===== src/rtl/pfd_pkg.sv =====
package pfd_pkg;

    typedef enum logic [1:0] {
        ST_IDLE      = 2'd0,
        ST_REF_AHEAD = 2'd1,
        ST_FB_AHEAD  = 2'd2,
        ST_CANCEL    = 2'd3
    } pfd_state_e;

endpackage


===== src/rtl/pfd_input_stage.sv =====
module pfd_input_stage #(
    parameter int RW = 8,
    parameter int GW = 2
) (
    input  logic          clk,
    input  logic          rst,
    input  logic [RW-1:0] r_div_in,
    input  logic          fb_in,
    input  logic          dir_in,
    input  logic          det_en_in,
    input  logic          mon_en_in,
    input  logic [GW-1:0] gain_in,
    output logic [RW-1:0] r_q,
    output logic          dir_q,
    output logic          det_en_q,
    output logic          mon_en_q,
    output logic [GW-1:0] gain_q,
    output logic          fb_evt
);
    logic fb_prev;

    always_ff @(posedge clk) begin
        if (rst) begin
            r_q      <= '1;
            dir_q    <= 1'b1;
            det_en_q <= 1'b1;
            mon_en_q <= 1'b1;
            gain_q   <= '1;
            fb_prev  <= 1'b0;
        end else begin
            r_q      <= r_div_in;
            dir_q    <= dir_in;
            det_en_q <= det_en_in;
            mon_en_q <= mon_en_in;
            gain_q   <= gain_in;
            fb_prev  <= fb_in;
        end
    end

    assign fb_evt = fb_in & ~fb_prev;

    // A feedback level held high produces only one event
    assert_fb_single_R3: assert property (@(posedge clk) disable iff (rst)
        (fb_evt && fb_in) |=> !fb_evt);

endmodule


===== src/rtl/pfd_ref_divider.sv =====
module pfd_ref_divider #(
    parameter int RW = 8
) (
    input  logic          clk,
    input  logic          rst,
    input  logic [RW-1:0] r_q,
    output logic          ref_evt
);
    localparam logic [RW-1:0] ONE = RW'(1);

    logic [RW-1:0] cnt;
    logic          short_ratio;
    logic          at_end;

    assign short_ratio = (r_q <= ONE);
    assign at_end      = short_ratio || (cnt >= r_q - ONE);

    always_ff @(posedge clk) begin
        if (rst)
            cnt <= '0;
        else if (at_end)
            cnt <= '0;
        else
            cnt <= cnt + ONE;
    end

    assign ref_evt = short_ratio || (cnt == r_q - ONE);

    // With a ratio above one and held still, events are one cycle wide
    assert_ref_width_R2: assert property (@(posedge clk) disable iff (rst)
        (ref_evt && (r_q > ONE) && $stable(r_q)) |=> !ref_evt);

endmodule


===== src/rtl/pfd_state_core.sv =====
module pfd_state_core
    import pfd_pkg::*;
(
    input  logic       clk,
    input  logic       rst,
    input  logic       enable,
    input  logic       ref_evt,
    input  logic       fb_evt,
    output logic       raw_up,
    output logic       raw_dn,
    output pfd_state_e state_o
);
    pfd_state_e state_q;
    pfd_state_e state_d;

    always_comb begin
        state_d = state_q;
        if (!enable) begin
            state_d = ST_IDLE;
        end else begin
            unique case (state_q)
                ST_IDLE: begin
                    if (ref_evt && fb_evt) state_d = ST_CANCEL;
                    else if (ref_evt)      state_d = ST_REF_AHEAD;
                    else if (fb_evt)       state_d = ST_FB_AHEAD;
                end
                ST_REF_AHEAD: if (fb_evt)  state_d = ST_CANCEL;
                ST_FB_AHEAD:  if (ref_evt) state_d = ST_CANCEL;
                ST_CANCEL:                 state_d = ST_IDLE;
            endcase
        end
    end

    always_ff @(posedge clk) begin
        if (rst) state_q <= ST_IDLE;
        else     state_q <= state_d;
    end

    always_comb begin
        raw_up = 1'b0;
        raw_dn = 1'b0;
        unique case (state_q)
            ST_IDLE:      ;
            ST_REF_AHEAD: raw_up = 1'b1;
            ST_FB_AHEAD:  raw_dn = 1'b1;
            ST_CANCEL: begin
                raw_up = 1'b1;
                raw_dn = 1'b1;
            end
        endcase
    end

    assign state_o = state_q;

    assert_cancel_once_R6: assert property (@(posedge clk) disable iff (rst)
        (raw_up && raw_dn) |=> !(raw_up && raw_dn));

    assert_disable_idle_R7: assert property (@(posedge clk) disable iff (rst)
        !enable |=> (state_q == ST_IDLE));

    assert_no_direct_swap_R3: assert property (@(posedge clk) disable iff (rst)
        (state_q == ST_REF_AHEAD) |=> (state_q != ST_FB_AHEAD));

endmodule


===== src/rtl/pfd_output_map.sv =====
module pfd_output_map (
    input  logic dir_q,
    input  logic det_en_q,
    input  logic mon_en_q,
    input  logic raw_up,
    input  logic raw_dn,
    input  logic ref_evt,
    input  logic fb_evt,
    output logic pump_up,
    output logic pump_dn,
    output logic mon_a,
    output logic mon_b
);
    always_comb begin
        pump_up = 1'b0;
        pump_dn = 1'b0;
        if (det_en_q) begin
            pump_up = dir_q ? raw_up : raw_dn;
            pump_dn = dir_q ? raw_dn : raw_up;
        end
    end

    always_comb begin
        mon_a = 1'b0;
        mon_b = 1'b0;
        if (mon_en_q) begin
            mon_a = dir_q ? fb_evt  : ref_evt;
            mon_b = dir_q ? ref_evt : fb_evt;
        end
    end

    // Pin A shows the feedback train with direction 1 and the reference train otherwise
    always_comb begin
        assert_mon_assign_R8: assert (!(mon_en_q && dir_q && fb_evt && !ref_evt) || (mon_a && !mon_b));
    end

endmodule


===== src/rtl/pfd_polarity_top.sv =====
module pfd_polarity_top
    import pfd_pkg::*;
#(
    parameter int RW = 8,
    parameter int GW = 2
) (
    input  logic          clk,
    input  logic          rst,
    input  logic [RW-1:0] r_div_in,
    input  logic          fb_in,
    input  logic          dir_in,
    input  logic          det_en_in,
    input  logic          mon_en_in,
    input  logic [GW-1:0] gain_in,
    output logic          pump_up,
    output logic          pump_dn,
    output logic          mon_a,
    output logic          mon_b,
    output logic [GW-1:0] gain_out
);
    logic [RW-1:0] r_q;
    logic          dir_q;
    logic          det_en_q;
    logic          mon_en_q;
    logic [GW-1:0] gain_q;
    logic          fb_evt;
    logic          ref_evt;
    logic          raw_up;
    logic          raw_dn;
    pfd_state_e    state;

    pfd_input_stage #(.RW(RW), .GW(GW)) u_inputs (
        .clk(clk), .rst(rst), .r_div_in(r_div_in), .fb_in(fb_in),
        .dir_in(dir_in), .det_en_in(det_en_in), .mon_en_in(mon_en_in),
        .gain_in(gain_in), .r_q(r_q), .dir_q(dir_q), .det_en_q(det_en_q),
        .mon_en_q(mon_en_q), .gain_q(gain_q), .fb_evt(fb_evt)
    );

    pfd_ref_divider #(.RW(RW)) u_refdiv (
        .clk(clk), .rst(rst), .r_q(r_q), .ref_evt(ref_evt)
    );

    pfd_state_core u_core (
        .clk(clk), .rst(rst), .enable(det_en_q), .ref_evt(ref_evt),
        .fb_evt(fb_evt), .raw_up(raw_up), .raw_dn(raw_dn), .state_o(state)
    );

    pfd_output_map u_map (
        .dir_q(dir_q), .det_en_q(det_en_q), .mon_en_q(mon_en_q),
        .raw_up(raw_up), .raw_dn(raw_dn), .ref_evt(ref_evt), .fb_evt(fb_evt),
        .pump_up(pump_up), .pump_dn(pump_dn), .mon_a(mon_a), .mon_b(mon_b)
    );

    assign gain_out = gain_q;

    // Feedback leading with positive direction must request sink only
    assert_fb_lead_sink_R4: assert property (@(posedge clk) disable iff (rst)
        (dir_q && det_en_q && state == ST_FB_AHEAD) |-> (pump_dn && !pump_up));

    assert_fb_lead_source_R5: assert property (@(posedge clk) disable iff (rst)
        (!dir_q && det_en_q && state == ST_FB_AHEAD) |-> (pump_up && !pump_dn));

endmodule


===== config.mk =====
export PLATFORM = sky130hd
export DESIGN_NAME = pfd_polarity_top
export DESIGN_NICKNAME = d
export VERILOG_FILES = /design/src/rtl/pfd_pkg.sv /design/src/rtl/pfd_input_stage.sv /design/src/rtl/pfd_ref_divider.sv /design/src/rtl/pfd_state_core.sv /design/src/rtl/pfd_output_map.sv /design/src/rtl/pfd_polarity_top.sv
export SDC_FILE = /design/constraint.sdc
export NUM_CORES = 1
export LEC_CHECK = 0
export CAP_MARGIN = 20
export CORE_AREA = 2 2 54 56
export DETAILED_ROUTE_END_ITERATION = 8
export DIE_AREA = 0 0 56 58
export PLACE_DENSITY = 0.74
export SLEW_MARGIN = 20
export SYNTH_ARGS = -nofsm -noshare
export SYNTH_HDL_FRONTEND = slang
export SYNTH_HIERARCHICAL = 1
export SYNTH_SLANG_ARGS = --single-unit
export TNS_END_PERCENT = 10

===== constraint.sdc =====
create_clock -name clk -period 3 [get_ports clk]
set_input_delay 0.45 -clock clk [delete_from_list [all_inputs] [get_ports clk]]
set_output_delay 0.45 -clock clk [all_outputs]
set_load 0.05 [all_outputs]

After elaboration in Yosys (flattened, before gate mapping)

Cells that the tools add are included.
W data, S select, Z words.

Register bits after elaboration: 24
Word-level logic and storage cells: 47
Output and inout port bits: 6

Equal/unequal tests: 7
Multiplexer cells: 16
Reductions and logical operators: 9
Order comparisons: 2
Bitwise gates (word level): 3
Add/subtract/negate cells: 2

Operators with widths:

| kind                  | count |
|---|---|
| $mux W1               | 10 |
| $mux W2               | 5 |
| $add A8 B1 Y8 const B | 1 |
| $eq A8 B8 Y1          | 1 |
| $ge A8 B8 Y1          | 1 |
| $le A8 B1 Y1 const B  | 1 |
| $pmux W2 S4           | 1 |
| $reduce_or A2 Y1      | 4 |
| $sub A8 B1 Y8 const B | 1 |
| $eq A2 B2 Y1 const B  | 2 |
| $ne A2 B1 Y1 const B  | 2 |
| $ne A4 B1 Y1 const B  | 1 |
| $reduce_and A3 Y1     | 1 |
| $eq A2 B1 Y1 const B  | 1 |
| $logic_not A2 Y1      | 1 |
| $logic_or A1 B1 Y1    | 2 |
| $not A1 Y1            | 2 |
| $and A1 B1 Y1         | 1 |
| $logic_and A1 B1 Y1   | 1 |

Depth between registers and ports, before layout

Word-level depth: 6
Gate-level depth with buffers: 11
Gate-level depth less buffers: 11

Hierarchy

The synthesis kept the hierarchy.

By module, submodules not included:

| module          | cells an instance | area each (um^2) | times used |
|---|---|---|---|
| pfd_ref_divider | 68                | 625.6            | 1 |
| pfd_input_stage | 30                | 387.9            | 1 |
| pfd_state_core  | 23                | 201.4            | 1 |
| pfd_output_map  | 9                 | 76.3             | 1 |

Worst setup path before layout

Ideal clock, no wire load.

Path type: register -> output
Start: reg u_inputs.r_q[2]
End: out mon_b
Stages on the path, launching flop included: 9
Setup slack: -0.387 ns
Buffers on the path: 0
Data arrival time: 2.937 ns
Cells stage by stage: dfxtp_1 > or4_4 > nor4_1 > xnor2_1 > ha_1 > nand4_1 > o21ai_0 > mux2i_1 > nor2b_1

Longest elaborated chain between the ends: 5

RTL lines:

| item                   | RTL line               | RTL |
|---|---|---|
| from (decl)            | pfd_input_stage.sv:13  | `output logic [RW-1:0] r_q,` |
| from (signal assigned) | pfd_input_stage.sv:31  | `r_q <= r_div_in;` |
| $sub A8 B1 Y8          | pfd_ref_divider.sv:27  | `assign ref_evt = short_ratio \|\| (cnt == r_q - ONE);` |
| $eq A8 B8 Y1           | pfd_ref_divider.sv:27  |  |
| $logic_or A1 B1 Y1 *   | pfd_ref_divider.sv:27  |  |
| via ref_evt            | pfd_polarity_top.sv:27 | `logic ref_evt;` |
| $mux W1 *              | pfd_output_map.sv:28   | `mon_b = dir_q ? ref_evt : fb_evt;` |
| $mux W1 *              | pfd_output_map.sv:26   | `if (mon_en_q) begin` |
| to (decl)              | pfd_polarity_top.sv:18 | `output logic mon_b,` |

Mark *: on every way through the listed nets, which the timed path passes. The rest lies on a longest branch.

Worst setup path after layout

Start: reg u_inputs.r_q[2]
End: out mon_a

Longest elaborated chain between the ends: 5

RTL lines:

| item                 | RTL line               | RTL |
|---|---|---|
| $sub A8 B1 Y8        | pfd_ref_divider.sv:27  |  |
| $eq A8 B8 Y1         | pfd_ref_divider.sv:27  |  |
| $logic_or A1 B1 Y1 * | pfd_ref_divider.sv:27  |  |
| via ref_evt          | pfd_polarity_top.sv:27 |  |
| $mux W1 *            | pfd_output_map.sv:27   | `mon_a = dir_q ? fb_evt : ref_evt;` |
| $mux W1 *            | pfd_output_map.sv:26   |  |
| to (decl)            | pfd_polarity_top.sv:17 | `output logic mon_a,` |

Marked as above.

==> results.md <==
- The type of the tightest min-delay check is reg2reg.
- The distinct cell type count of the synthesized netlist is 32.
- For this design the static power due to leakage is 0.748 nW.
- The post-detailed-routing wire length is 2.42 mm.
- The final hold violation count is 0.
- The HPWL after detailed placement is 1.80 mm.
- The number of global-route vias before repair is 1011.
- The number of iterations in the first detailed-routing pass is 4.
- With fillers left out, the area of the finished cells amounts to 1760 um2.
- The detailed router's first-iteration violation count is 17.
- At the pin with the least slew margin, the transition time is 0.500 ns.
- The number of max-cap violations is 0.
- Measured in cells, the most critical reg-to-reg path has a length of 12.
- The synthesized design spends more area on one cell type than any other, namely dfxtp_1.
- IR analysis of the VDD net gives a maximum drop of 0.485 mV.
- The repair_antennas step left the layout with diodes totalling 0.
- The path with the worst hold slack has its endpoint at u_refdiv/cnt[0].
- The maximum clock path buffer count is 2.
- In this run the critical register-to-register path is captured at u_refdiv/cnt[5].
- The worst register-to-register path begins at u_inputs/r_q[2].
- For this run, global-route usage on met2 was measured as 0.297.
- During placement, the flow inserted port buffers numbering 21.
- By area the synthesized netlist is led by dfxtp_1, ha_1, or2_1.
- Averaged over all synthesized cells, the footprint is 9.93 um2.
- After detailed routing, the number of vias per cell comes to 5.10.
- The net total in the final layout is 197.
- The post-synthesis instance total is 130.
- The post-detailed-placement cell area is 1580 um2.
- The endpoint required time on the critical path is 2.55 ns.
- Pin placement for this block handled 22 I/O pins.
- The global routing met3 resource utilization is 0.0491.
- Of the cells placed in the final design, the portion with a size suffix greater than 1 is 0.255.
- Counting flops with an async set or reset pin after synthesis yields a share of 0.
- The endpoint type of the worst setup path is an output pin.
- Data arrives at the worst endpoint at 2.54 ns.
- The number of clock buffers added by TritonCTS is 3.
- The x dimension of the die is 56 um.
- The proportion of synthesized chip area in sequential cells is 0.372.
- The flop-to-flop setup slack is 0.20 ns.
- The most common cell in the netlist is dfxtp_1.
- Counting I/O delays and the setup requirement, the final critical path takes 2.99 ns.
- The starting density of the core is 0.485.
- Routability-driven placement finished with a final weighted congestion of 0.793.
- TritonCTS built the clock tree.
- In the routed design, unresolved DRC markers number 0.
- The run finished with clean final reports.
- The cell sitting at the root of the clock tree is a clkbuf_4.
- The synthesized design contains 0 enable-type register cells.
- Dividing total power by cell area gives a power density of 411 nW/um2.
- The initial antenna violation count is 0.
- The cell area after synthesis is 1290 um2.
- The aggregate global-route resource usage is 0.169.
- Measured against its own limit, the worst slew margin works out to 0.666.
- Of the available clock period, the critical path in the final layout requires 0.996.
- The flip-flop cell with the highest count after synthesis is dfxtp_1.
- The sort of element at the start of the critical path is a flip-flop.
- Derived from the worst setup path, the maximum achievable clock frequency is 0.335 GHz.
- The count of cells along the worst hold path is 1.
- The pin count of the biggest net entering global routing is 16.
- The share of synthesized area in the top cell type comes to 0.372.
- The clock latency at the later pin of the worst-skew pair is 0.31 ns.
- The flop and latch count out of synthesis is 24.
- The number of setup violations in the final report is 0.
- The worst path meets setup with 0.0125 ns of slack.
- Setup repair after global routing could not meet its margin everywhere.
- The number of nets with antenna violations after detailed routing is 0.
- The number of warning messages in the yosys log is 6.
- The net count after synthesis is 161.
- For this run, global-route usage on met1 was measured as 0.195.
- The full die area is 3250 um2.
- The layer flagged by global routing as most heavily used is met2.
- After detailed routing, the average wire length per cell comes to 12.4 um.
- The total clock sinks is 24.
- On the final layout, the worst clock skew is 0.00659 ns.
- OpenSTA, run right after detailed placement, puts the worst setup slack at 0.141 ns.
- Along the worst path, the maximum fanout reaches 3.
- The detailed router placed 999 vias in this run.
- The growth of design area from synthesis to finish is 35.9%.
- The total count of max-transition violations in the final report is 0.
- The worst setup path is of the reg2out kind.
- The die extent in y is 58 um.
- The H-tree depth is 1.
- The area of the core is 2660 um2.
- The initialized floorplan defines 19 standard-cell rows.
- By count the netlist is led by dfxtp_1, ha_1, or2_1.
- The first global-routing pass estimated 4.23 mm of wire.
- The worst setup path startpoint is u_inputs/r_q[2].
- The startpoint of the tightest hold check path is u_refdiv/cnt[0].
- The overflow left after global routing is 0.
- The worst hold slack after final layout is 0.494 ns.
- The clock transition at the registers of the reported paths is 0.13 ns.
[per-stage QoR]
stage	cells	utilization	power [mW]	setup TNS, ns
after global placement	183	0.592	0.482	0
after global routing	196	0.659	0.757	-0.289
after floorplan	130	-	0.441	0
final	196	0.659	0.721	0
after detailed placement	183	0.592	0.487	0
after CTS	196	0.656	0.731	-0.0241
[worst max-delay path, cell delays in order (launching register included)]
cell,delay [ns]
dfxtp_2,0.34
or4_4,0.56
nor4_4,0.16
xnor2_1,0.11
ha_1,0.31
nand4_1,0.12
o21ai_2,0.20
mux2i_1,0.14
nor2b_4,0.16
buf_12,0.14
[worst max path at each step]
stage	to	slack, ns	cells past startpoint
2_1_floorplan	mon_b	0.10	8
3_3_place_gp	mon_b	0.25	9
3_5_place_dp	mon_b	0.14	9
4_1_cts	mon_a	-0.02	9
5_1_grt	mon_a	-0.15	9
6_report	mon_a	0.01	9
[report_power, final]
part           internal [mW]  switching (mW)  total, mW  leakage [nW]
Sequential             0.335          0.0145      0.349         0.198
Combinational         0.0748          0.0653      0.140         0.522
Clock                  0.135          0.0969      0.232        0.0279
[what timing repair did]
item,CTS,global route
buffers inserted,9,0
gates cloned,0,0
resized for setup,16,2
endpoints found under the setup margin,2,10
pin swaps,5,0
hold buffers,0,0
[cells by family after synthesis]
group / after synthesis / synth area share
DFF: 24 / 0.372
adders and majority gates: 15 / 0.145
muxes: 7 / 0.0552
and+or+nand+nor: 52 / 0.242
xor gates and xnor gates: 12 / 0.0814
buffers and inverters: 10 / 0.0407
AOI/OAI and AO/OA: 10 / 0.0630
[sequential cells by signal (all words and copies together), names as in the netlist]
signal and count:
u_inputs/dir_q 1, u_inputs/det_en_q 1, u_inputs/gain_q 2, u_refdiv/cnt 8
u_inputs/mon_en_q 1, u_inputs/fb_prev 1, u_core/state_o 2, u_inputs/r_q 8
[final cells by class]
class                   instances  area (um2)
clock buffers                   3        22.5
clock inverters                 1        30.0
fillers                       220         907
inverters                       8        32.5
multi-input cells              96         821
flip-flops and latches         24         490
well taps                      31        38.8
repair buffers                 33         320
[placed cells by master (no fill, tap or decap), drive strengths merged]
master,instances
o211ai,2
or3,1
mux2i,6
xor2,5
nor2,2
a211o,1
bufinv,1
o221ai,1
nor3,8
nor2b,7
clkdlybuf4s50,19
ha,15
or2,15
nand3,4
a221oi,1
buf,14
nor4,1
nor3b,3
a31oi,1
a21oi,2
clkbuf,3
inv,8
xnor2,7
mux2,1
dfxtp,24
nand2,4
and2b,1
o21ai,1
and3,2
a21o,1
nand4,2
or4,2
[routing by layer]
layer  part of all wire  vias to the layer above
met1               0.44                      458
met5                  0                        -
met4             0.0099                        0
li1                   -                      518
met2               0.50                       21
met3              0.050                        2
No activity file was read; power rests on OpenSTA's default activity.
